$ cat config.mk
export PLATFORM = sky130hd
export DESIGN_NAME = ptw_two_level
export DESIGN_NICKNAME = d
export VERILOG_FILES = /design/src/rtl/ptw_pkg.sv /design/src/rtl/ptw_cfg_regs.sv /design/src/rtl/ptw_addr_calc.sv /design/src/rtl/ptw_walk_ctrl.sv /design/src/rtl/ptw_two_level.sv
export SDC_FILE = /design/constraint.sdc
export NUM_CORES = 1
export LEC_CHECK = 0
export BUFFER_PORTS_ARGS = -buffer_cell sky130_fd_sc_hd__buf_2
export CAP_MARGIN = 20
export CORE_UTILIZATION = 45
export CTS_CLUSTER_SIZE = 10
export DETAILED_ROUTE_END_ITERATION = 6
export PLACE_DENSITY = 0.68
export SKIP_CTS_REPAIR_TIMING = 1
export SLEW_MARGIN = 20
export SYNTH_ARGS = -nofsm -noshare
export SYNTH_HDL_FRONTEND = slang
export SYNTH_HIERARCHICAL = 1
export SYNTH_SLANG_ARGS = --single-unit
$ cat constraint.sdc
create_clock -name clk -period 3.6 [get_ports clk]
set_clock_uncertainty 0.2 [all_clocks]
set_input_delay 0.54 -clock clk [delete_from_list [all_inputs] [get_ports clk]]
set_output_delay 0.54 -clock clk [all_outputs]
set_load 0.05 [all_outputs]
$ cat src/rtl/ptw_pkg.sv
package ptw_pkg;

  typedef enum logic [2:0] {
    FLT_NONE  = 3'd0,
    FLT_LEN   = 3'd1,
    FLT_OUTER = 3'd2,
    FLT_INNER = 3'd3,
    FLT_WPROT = 3'd4
  } ptw_fault_e;

  typedef enum logic [2:0] {
    ST_IDLE,
    ST_OUTER,
    ST_INNER,
    ST_DONE,
    ST_FAULT
  } ptw_state_e;

  localparam int PTE_VALID_BIT = 0;
  localparam int PTE_WRITE_BIT = 1;

endpackage

$ cat src/rtl/ptw_cfg_regs.sv
module ptw_cfg_regs #(
  parameter int PA_W  = 32,
  parameter int LEN_W = 13
) (
  input  logic             clk,
  input  logic             rst,
  input  logic             cfg_we,
  input  logic             cfg_sel,
  input  logic [PA_W-1:0]  cfg_wdata,
  output logic [PA_W-1:0]  base_o,
  output logic [LEN_W-1:0] len_o
);

  always_ff @(posedge clk) begin
    if (rst) begin
      base_o <= '0;
      len_o  <= '0;
    end else if (cfg_we) begin
      if (cfg_sel) len_o  <= cfg_wdata[LEN_W-1:0];
      else         base_o <= cfg_wdata;
    end
  end

endmodule

$ cat src/rtl/ptw_addr_calc.sv
module ptw_addr_calc #(
  parameter int VA_W      = 32,
  parameter int PA_W      = 32,
  parameter int OFF_W     = 10,
  parameter int IN_W      = 10,
  parameter int ENT_SHIFT = 2
) (
  input  logic [VA_W-OFF_W-IN_W-1:0] outer_idx_i,
  input  logic [PA_W-1:0]            base_i,
  input  logic [VA_W-OFF_W-IN_W:0]   len_i,
  input  logic [OFF_W+IN_W-1:0]      va_low_i,
  input  logic [PA_W-OFF_W-1:0]      frame_i,
  output logic [PA_W-1:0]            outer_addr_o,
  output logic                       len_fault_o,
  output logic [PA_W-1:0]            inner_addr_o,
  output logic [PA_W-1:0]            leaf_paddr_o
);

  localparam int OUT_W = VA_W - OFF_W - IN_W;

  logic [IN_W-1:0]  inner_idx;
  logic [OFF_W-1:0] page_off;

  assign inner_idx = va_low_i[OFF_W+IN_W-1:OFF_W];
  assign page_off  = va_low_i[OFF_W-1:0];

  always_comb begin
    outer_addr_o = base_i + (PA_W'(outer_idx_i) << ENT_SHIFT);
    len_fault_o  = ({1'b0, outer_idx_i} >= len_i);
    inner_addr_o = {frame_i, {OFF_W{1'b0}}} + (PA_W'(inner_idx) << ENT_SHIFT);
    leaf_paddr_o = {frame_i, page_off};
  end

  // Width sanity for the derived outer field
  initial begin
    if (OUT_W < 1) $display("ptw_addr_calc: outer index width must be positive");
  end

endmodule

$ cat src/rtl/ptw_walk_ctrl.sv
module ptw_walk_ctrl
  import ptw_pkg::*;
#(
  parameter int PA_W  = 32,
  parameter int LOW_W = 20
) (
  input  logic             clk,
  input  logic             rst,
  input  logic             req_valid,
  output logic             req_ready,
  input  logic [LOW_W-1:0] req_va_low,
  input  logic             req_write,
  input  logic             len_fault,
  input  logic [PA_W-1:0]  outer_addr,
  input  logic [PA_W-1:0]  inner_addr,
  input  logic [PA_W-1:0]  leaf_paddr,
  output logic [LOW_W-1:0] va_low_q,
  output logic             resp_valid,
  output logic [PA_W-1:0]  resp_paddr,
  output logic [2:0]       resp_fault,
  output logic             mem_req_valid,
  input  logic             mem_req_ready,
  output logic [PA_W-1:0]  mem_addr,
  input  logic             mem_rsp_valid,
  input  logic             pte_valid,
  input  logic             pte_write
);

  ptw_state_e state_q;
  ptw_fault_e code_q;
  logic       wr_q;
  logic       rsp_take;

  assign req_ready  = (state_q == ST_IDLE);
  assign resp_fault = code_q;
  // data counts only once the request has been handed over
  assign rsp_take   = mem_rsp_valid && !mem_req_valid;

  always_ff @(posedge clk) begin
    if (rst) begin
      state_q       <= ST_IDLE;
      code_q        <= FLT_NONE;
      wr_q          <= 1'b0;
      va_low_q      <= '0;
      resp_valid    <= 1'b0;
      resp_paddr    <= '0;
      mem_req_valid <= 1'b0;
      mem_addr      <= '0;
    end else begin
      resp_valid <= 1'b0;
      case (state_q)
        ST_IDLE: begin
          if (req_valid) begin
            va_low_q <= req_va_low;
            wr_q     <= req_write;
            if (len_fault) begin
              code_q     <= FLT_LEN;
              resp_paddr <= '0;
              resp_valid <= 1'b1;
              state_q    <= ST_FAULT;
            end else begin
              mem_addr      <= outer_addr;
              mem_req_valid <= 1'b1;
              state_q       <= ST_OUTER;
            end
          end
        end
        ST_OUTER: begin
          if (mem_req_valid && mem_req_ready) begin
            mem_req_valid <= 1'b0;
          end else if (rsp_take) begin
            if (!pte_valid) begin
              code_q     <= FLT_OUTER;
              resp_paddr <= '0;
              resp_valid <= 1'b1;
              state_q    <= ST_FAULT;
            end else begin
              mem_addr      <= inner_addr;
              mem_req_valid <= 1'b1;
              state_q       <= ST_INNER;
            end
          end
        end
        ST_INNER: begin
          if (mem_req_valid && mem_req_ready) begin
            mem_req_valid <= 1'b0;
          end else if (rsp_take) begin
            resp_valid <= 1'b1;
            if (!pte_valid) begin
              code_q     <= FLT_INNER;
              resp_paddr <= '0;
              state_q    <= ST_FAULT;
            end else if (wr_q && !pte_write) begin
              code_q     <= FLT_WPROT;
              resp_paddr <= '0;
              state_q    <= ST_FAULT;
            end else begin
              code_q     <= FLT_NONE;
              resp_paddr <= leaf_paddr;
              state_q    <= ST_DONE;
            end
          end
        end
        ST_DONE, ST_FAULT: state_q <= ST_IDLE;
        default:           state_q <= ST_IDLE;
      endcase
    end
  end

endmodule

$ cat src/rtl/ptw_two_level.sv
module ptw_two_level
  import ptw_pkg::*;
#(
  parameter int VA_W      = 32,
  parameter int PA_W      = 32,
  parameter int OFF_W     = 10,
  parameter int IN_W      = 10,
  parameter int ENT_BYTES = 4
) (
  input  logic            clk,
  input  logic            rst,
  input  logic            cfg_we,
  input  logic            cfg_sel,
  input  logic [PA_W-1:0] cfg_wdata,
  input  logic            req_valid,
  output logic            req_ready,
  input  logic [VA_W-1:0] req_vaddr,
  input  logic            req_write,
  output logic            resp_valid,
  output logic [PA_W-1:0] resp_paddr,
  output logic [2:0]      resp_fault,
  output logic            mem_req_valid,
  input  logic            mem_req_ready,
  output logic [PA_W-1:0] mem_addr,
  input  logic            mem_rsp_valid,
  input  logic [PA_W-1:0] mem_rsp_data
);

  localparam int OUT_W     = VA_W - OFF_W - IN_W;
  localparam int LEN_W     = OUT_W + 1;
  localparam int LOW_W     = OFF_W + IN_W;
  localparam int FRM_W     = PA_W - OFF_W;
  localparam int ENT_SHIFT = $clog2(ENT_BYTES);

  logic [PA_W-1:0]  cfg_base;
  logic [LEN_W-1:0] cfg_len;
  logic [PA_W-1:0]  outer_addr, inner_addr, leaf_paddr;
  logic             len_fault;
  logic [LOW_W-1:0] va_low_q;
  logic             rsvd_unused;

  assign rsvd_unused = ^mem_rsp_data[OFF_W-1:PTE_WRITE_BIT+1];

  ptw_cfg_regs #(.PA_W(PA_W), .LEN_W(LEN_W)) u_cfg (
    .clk       (clk),
    .rst       (rst),
    .cfg_we    (cfg_we),
    .cfg_sel   (cfg_sel),
    .cfg_wdata (cfg_wdata),
    .base_o    (cfg_base),
    .len_o     (cfg_len)
  );

  ptw_addr_calc #(
    .VA_W(VA_W), .PA_W(PA_W), .OFF_W(OFF_W), .IN_W(IN_W), .ENT_SHIFT(ENT_SHIFT)
  ) u_calc (
    .outer_idx_i  (req_vaddr[VA_W-1 -: OUT_W]),
    .base_i       (cfg_base),
    .len_i        (cfg_len),
    .va_low_i     (va_low_q),
    .frame_i      (mem_rsp_data[PA_W-1 -: FRM_W]),
    .outer_addr_o (outer_addr),
    .len_fault_o  (len_fault),
    .inner_addr_o (inner_addr),
    .leaf_paddr_o (leaf_paddr)
  );

  ptw_walk_ctrl #(.PA_W(PA_W), .LOW_W(LOW_W)) u_ctrl (
    .clk           (clk),
    .rst           (rst),
    .req_valid     (req_valid),
    .req_ready     (req_ready),
    .req_va_low    (req_vaddr[LOW_W-1:0]),
    .req_write     (req_write),
    .len_fault     (len_fault),
    .outer_addr    (outer_addr),
    .inner_addr    (inner_addr),
    .leaf_paddr    (leaf_paddr),
    .va_low_q      (va_low_q),
    .resp_valid    (resp_valid),
    .resp_paddr    (resp_paddr),
    .resp_fault    (resp_fault),
    .mem_req_valid (mem_req_valid),
    .mem_req_ready (mem_req_ready),
    .mem_addr      (mem_addr),
    .mem_rsp_valid (mem_rsp_valid),
    .pte_valid     (mem_rsp_data[PTE_VALID_BIT]),
    .pte_write     (mem_rsp_data[PTE_WRITE_BIT])
  );

endmodule

==> impl_metrics.yaml, run 1 <==
run_status:
  status: "complete, no violations"
die:
  die_h_microns: 134
  start_util_pct: 46.6
  die_area_sq_um: 17900
  pin_count: 174
  num_rows: 47
  design.core.area_sq_um: 16800
  fp.dieW_microns: 134
final_layout:
  area_growth_pct: 15.7
  drive_gt1_share_pct: 22.5
  final_cells: 1221
  fin_nets: 1120
  final_cell_mix: "buf_2, dfxtp_1, a21oi_1, nand2b_1, nand2_1"
  design_area_sq_um: 9040
  register_area_sq_um: 2760
  multi_input_area_sq_um: 4310
  final_common_cell: "buf_2"
  diodes: 0
  fillers: 1635
logic_synthesis:
  synth_simple_gate_area_share_pct: 21.8
  synth-adder-area-share_pct: 4.67
  ys_ff_latch: 138
  async_flop_share_pct: 0
  ys_warn_count: 6
  synth_area_sq_um: 7810
  synthCells: 898
  synthMuxAreaShare_pct: 7.43
  synth_compound_area_share_pct: 15.2
  syn_area_per_cell_sq_um: 8.70
  synth_top_flop_cell: "dfxtp_1"
  synth_xor_xnor_area_share_pct: 5.48
  ys_seq_area_share_pct: 35.4
  synth_cell_types: 63
  synth_edf_count: 0
  synth_top_family_by_area: "simple AND/OR/NAND/NOR gates"
clock_tree:
  cts_buffers: 17
  clk_path_buf_depth: 2
  root_buffer: "clkbuf_16"
  h-tree-depth: 4
  clk_pin_slew_ns: 0.06
  cts_tree: "built"
  clkSinkCount: 138
  worstSkewPairLatency_ns: 0.42
worst_setup_path:
  reg2reg_slack_ns: 0.23
  crit_fanout: 64
  regToRegStartpoint: "u_cfg/len_o[1]"
  worst_ep_required_time_ns: 3.72
  cp-end-kind: "flop"
  cp_data_arrival_time_ns: 3.50
  start_kind: "flop"
  reg2reg_to: "u_ctrl/mem_addr[24]"
  path_class: "reg2reg"
  r2r_cells: 13
placed_design:
  place_ws_ns: -0.0357
  port_buffers: 165
  dp.cells: 1189
  place.gp.congestion: 0.887
  placed_cell_area_sq_um: 8420
  dp_hpwl_microns: 13600
job:
  cap_violations: 0
power_and_ir_drop:
  ir_drop_uv: 348
  p_leak_nw: 3.66
  powerDensity_nw_per_um2: 569
sta:
  whs_ns: 0.161
  tightest_slew_ns: 0.781
  hold_viol_final: 0
  slew_violations: 0
  setup_ws_ns: 0.225
  rsz0062_at_grt: "no"
  fin_crit_ns: 3.37
  fmax_mhz: 296
  post-route-period-util_pct: 93.7
  setup_viol: 0
  tns_ns: 0
  relSlewSlack_pct: 47.8
grt:
  grt_max_degree: 71
  grt.overflow.total: 0
  grt_usage_pct: 22.3
  grt_pass1_vias: 6410
  antenna_found_initial: 0
  grt_pass1_wl_microns: 31900
hold_path:
  hold_depth: 3
  min_to: "u_ctrl/va_low_q[13]"
  min-delay-start: "req_vaddr[13]"
  min_path_type: "in2reg"
route:
  first_iter_violations: 378
  drc: 0
  via_per_inst: 5.40
  dr.pass1.iters: 7
  vias: 6588
  antenna_left: 0
  routed_wl_microns: 19700
  wl_per_cell_microns: 16.1
==> power by group <==
group          switching (mW)  leakage, nW  internal (mW)
sequential              0.116         1.13           1.68
clock                   0.673        0.298           1.16
combinational            1.03         2.23          0.480
==> state kept, by name (all words and copies together) (netlist names) <==
register and flops:
u_cfg/base_o 32, u_cfg/len_o 13, u_ctrl/mem_addr 32, u_ctrl/mem_req_valid 1
u_ctrl/resp_fault 3, u_ctrl/resp_paddr 32, u_ctrl/resp_valid 1, u_ctrl/state_q 3
u_ctrl/va_low_q 20, u_ctrl/wr_q 1
==> cell usage after synthesis (3+ instances only) <==
master	number	area share, %
and4_4	3	0.43
a21o_1	5	0.48
xor2_1	10	1.1
nand2b_1	61	4.9
dfxtp_1	138	35
o21a_1	4	0.38
nand4_1	41	3.3
a211oi_1	36	3.5
buf_6	8	1.2
nor2b_1	9	0.72
xnor2_1	37	4.1
a21oi_1	72	4.6
o21ai_0	37	2.4
and3_1	6	0.48
ha_1	26	4.2
nand3_1	22	1.4
inv_1	22	1.1
buf_2	18	1.2
nand2_1	60	2.9
or3_1	3	0.24
nand4bb_1	19	2.7
nor2_1	48	2.3
o21ai_1	25	1.6
o21bai_1	3	0.29
buf_4	51	4.9
mux2i_1	58	7.4
nor3_1	5	0.32
clkbuf_1	27	1.3
==> through the flow <==
stage          total power, mW  util, %
2_1_floorplan             2.97        -
3_3_place_gp              3.31     50.2
3_5_place_dp              3.33     50.2
4_1_cts                   5.17     53.9
5_1_grt                   5.38     53.9
6_report                  5.14     53.9
==> cells by family (layout without fill, tap and decap cells) <==
family	count (synthesis)	in the layout
and+or+nand+nor	295	295
AOI/OAI and AO/OA	200	200
DFF	138	138
buffers and inverters	130	232
muxes	58	58
xor gates and xnor gates	48	48
adders and majority gates	28	28
other	1	2
==> how the worst max path moves through the flow <==
stage          slack (ns)             endpoint      startpoint
3_5_place_dp        -0.04   u_ctrl/mem_addr[4]   req_vaddr[21]
3_3_place_gp        0.009   u_ctrl/mem_addr[2]   req_vaddr[21]
2_1_floorplan        0.52   u_ctrl/mem_addr[0]   req_vaddr[21]
5_1_grt              0.03  u_ctrl/mem_addr[13]  u_cfg/len_o[1]
4_1_cts              0.21  u_ctrl/mem_addr[24]  u_cfg/len_o[1]
6_report             0.23  u_ctrl/mem_addr[24]  u_cfg/len_o[1]
==> layer usage <==
| layer | vias to the layer above | track usage (%) | share of wire (%) |
|---|---|---|---|
| met3 | 11 | 5.82 | 5.7 |
| met4 | 0 | 5.49 | 0.74 |
| met5 | - | 0 | 0 |
| met2 | 185 | 37.8 | 49 |
| li1 | 3307 | - | - |
| met1 | 3085 | 28.1 | 45 |
==> area by class of cell <==
type,count,area share [%]
Clock buffer,22,5.36
Clock inverter,10,1.55
Inverter,22,0.913
Multi-Input combinational cell,631,47.6
Sequential cell,138,30.6
Tap cell,220,3.04
Timing Repair Buffer,178,10.9
==> critical path: stages (launching register included) <==
cell and delay, ns:
dfxtp_1 0.33, inv_1 0.06, ha_1 0.28, nor2b_1 0.14, o21a_1 0.16, o21ai_0 0.15
a21oi_1 0.11, o221ai_1 0.23, a211oi_1 0.20, or3b_1 0.44, a211oi_4 0.33, buf_12 0.30
nor2_1 0.09, a211oi_1 0.23
Note: power is estimated with default switching activity, not from simulation.
==> inputs of run 2 (changes only) <==
--- a/config.mk
+++ b/config.mk
@@ -10,9 +10,9 @@
 export CORE_UTILIZATION = 45
 export CTS_CLUSTER_SIZE = 10
 export DETAILED_ROUTE_END_ITERATION = 6
-export PLACE_DENSITY = 0.68
+export PLACE_DENSITY = 0.77
 export SKIP_CTS_REPAIR_TIMING = 1
-export SLEW_MARGIN = 20
+export SLEW_MARGIN = 40
 export SYNTH_ARGS = -nofsm -noshare
 export SYNTH_HDL_FRONTEND = slang
 export SYNTH_HIERARCHICAL = 1
==> impl_metrics.yaml, run 2 (synthesized netlist as in run 1, its figures left out) <==
clock_tree:
  clkSinkCount: 138
  root_buffer: "clkbuf_16"
  clk_path_buf_depth: 2
  cts_buffers: 17
  h-tree-depth: 4
  worstSkewPairLatency_ns: 0.42
  clk_pin_slew_ns: 0.06
  cts_tree: "built"
die:
  design.core.area_sq_um: 16800
  fp.dieW_microns: 134
  pin_count: 174
  num_rows: 47
  die_h_microns: 134
  start_util_pct: 46.6
  die_area_sq_um: 17900
final_layout:
  fillers: 1616
  drive_gt1_share_pct: 22.5
  register_area_sq_um: 2760
  final_cells: 1222
  area_growth_pct: 15.3
  final_cell_mix: "buf_2, dfxtp_1, a21oi_1, nand2b_1, nand2_1"
  final_common_cell: "buf_2"
  multi_input_area_sq_um: 4310
  diodes: 0
  fin_nets: 1123
  top_regs: "u_cfg/base_o: 32 flops, u_ctrl/mem_addr: 32 flops, u_ctrl/resp_paddr: 32 flops"
grt:
  grt_usage_pct: 22.5
  grt_pass1_vias: 6312
  antenna_found_initial: 0
  grt_pass1_wl_microns: 31900
  grt_max_degree: 78
  grt.overflow.total: 0
worst_setup_path:
  path_class: "reg2reg"
  cpPeakStageDelay_ns: 0.42
  worst_ep_required_time_ns: 3.71
  crit_path_cell_trace: "inv_1, ha_1, nor2b_1, o21a_1, o21ai_0, a21oi_1, o221ai_1, a211oi_2, or3b_1, a211oi_4, clkbuf_16, nor2_1, a211oi_1"
  slowest_stage: "or3b_1"
  crit_fanout: 32
  cp_data_arrival_time_ns: 3.54
  start_kind: "flop"
  cp-end-kind: "flop"
power_and_ir_drop:
  p_leak_nw: 3.66
  ir_drop_uv: 454
  powerDensity_nw_per_um2: 563
placed_design:
  port_buffers: 165
  place.gp.congestion: 0.867
  dp_hpwl_microns: 13900
  dp.cells: 1191
route:
  first_iter_violations: 452
  dr.pass1.iters: 5
  via_per_inst: 5.42
  vias: 6623
  antenna_left: 0
  wl_per_cell_microns: 16.3
  routed_wl_microns: 20000
  drc: 0
sta:
  relSlewSlack_pct: 48.7
  post-route-period-util_pct: 95.3
  setup_viol: 0
  fmax_mhz: 291
  slew_violations: 0
  fin_crit_ns: 3.43
  tightest_slew_ns: 0.769
  hold_viol_final: 0
  whs_ns: 0.164
job:
  cap_violations: 0
hold_path:
  min_path_type: "in2reg"
run_status:
  status: "complete, no violations"
==> run 2: per-stage QoR <==
stage	power (mW)	util [%]	setup slack (ns)	instance area, sq um	setup TNS [ns]
2_1_floorplan	2.97	-	0.518	7820	0
3_3_place_gp	3.28	50.2	0.0411	8410	0
3_5_place_dp	3.31	50.2	-0.0422	8410	-0.640
4_1_cts	5.09	53.6	0.196	8990	0
5_1_grt	5.33	53.8	-0.00437	9010	-0.00437
6_report	5.07	53.8	0.168	9010	0
==> run 2: worst paths after layout <==
check                 startpoint             endpoint  slack [ns]  cells past startpoint
setup / recovery  u_cfg/len_o[1]  u_ctrl/mem_addr[24]        0.17                     13
hold / removal     req_vaddr[11]  u_ctrl/va_low_q[11]        0.16                      3
setup reg to reg  u_cfg/len_o[1]  u_ctrl/mem_addr[24]        0.17                     13
hold reg to reg      u_ctrl/wr_q          u_ctrl/wr_q        0.26                      2
==> run 2: cell type report <==
class / instances / share of cell area, %
Multi-Input combinational cell: 631 / 47.9
Sequential cell: 138 / 30.7
Timing Repair Buffer: 181 / 11.0
Clock buffer: 22 / 5.15
Tap cell: 220 / 3.05
Clock inverter: 8 / 1.33
Inverter: 22 / 0.916
==> run 2: power breakdown <==
group | total [mW] | switching, mW | leakage, nW | internal [mW]
sequential | 1.80 | 0.117 | 1.13 | 1.68
combinational | 1.52 | 1.03 | 2.25 | 0.481
clock | 1.76 | 0.648 | 0.282 | 1.11
total | 5.07 | 1.80 | 3.66 | 3.28
==> run 2: critical path, delay by kind of cell, from the launching register on <==
family / cells / cell delay [ns]
compound gates: 7 / 1.51
simple gates: 3 / 0.62
flops: 1 / 0.33
fa+ha+maj: 1 / 0.29
buf+inv: 2 / 0.36
==> run 2: metal layers <==
layer | vias up | GRT usage (%) | wire length, microns | share of wire (%)
met3 | 26 | 5.18 | 1220 | 6.1
met4 | 0 | 7.83 | 339 | 1.7
met1 | 3080 | 28.8 | 8850 | 44
li1 | 3305 | - | - | -
met2 | 212 | 36.9 | 9560 | 48
met5 | - | 0 | 0 | 0
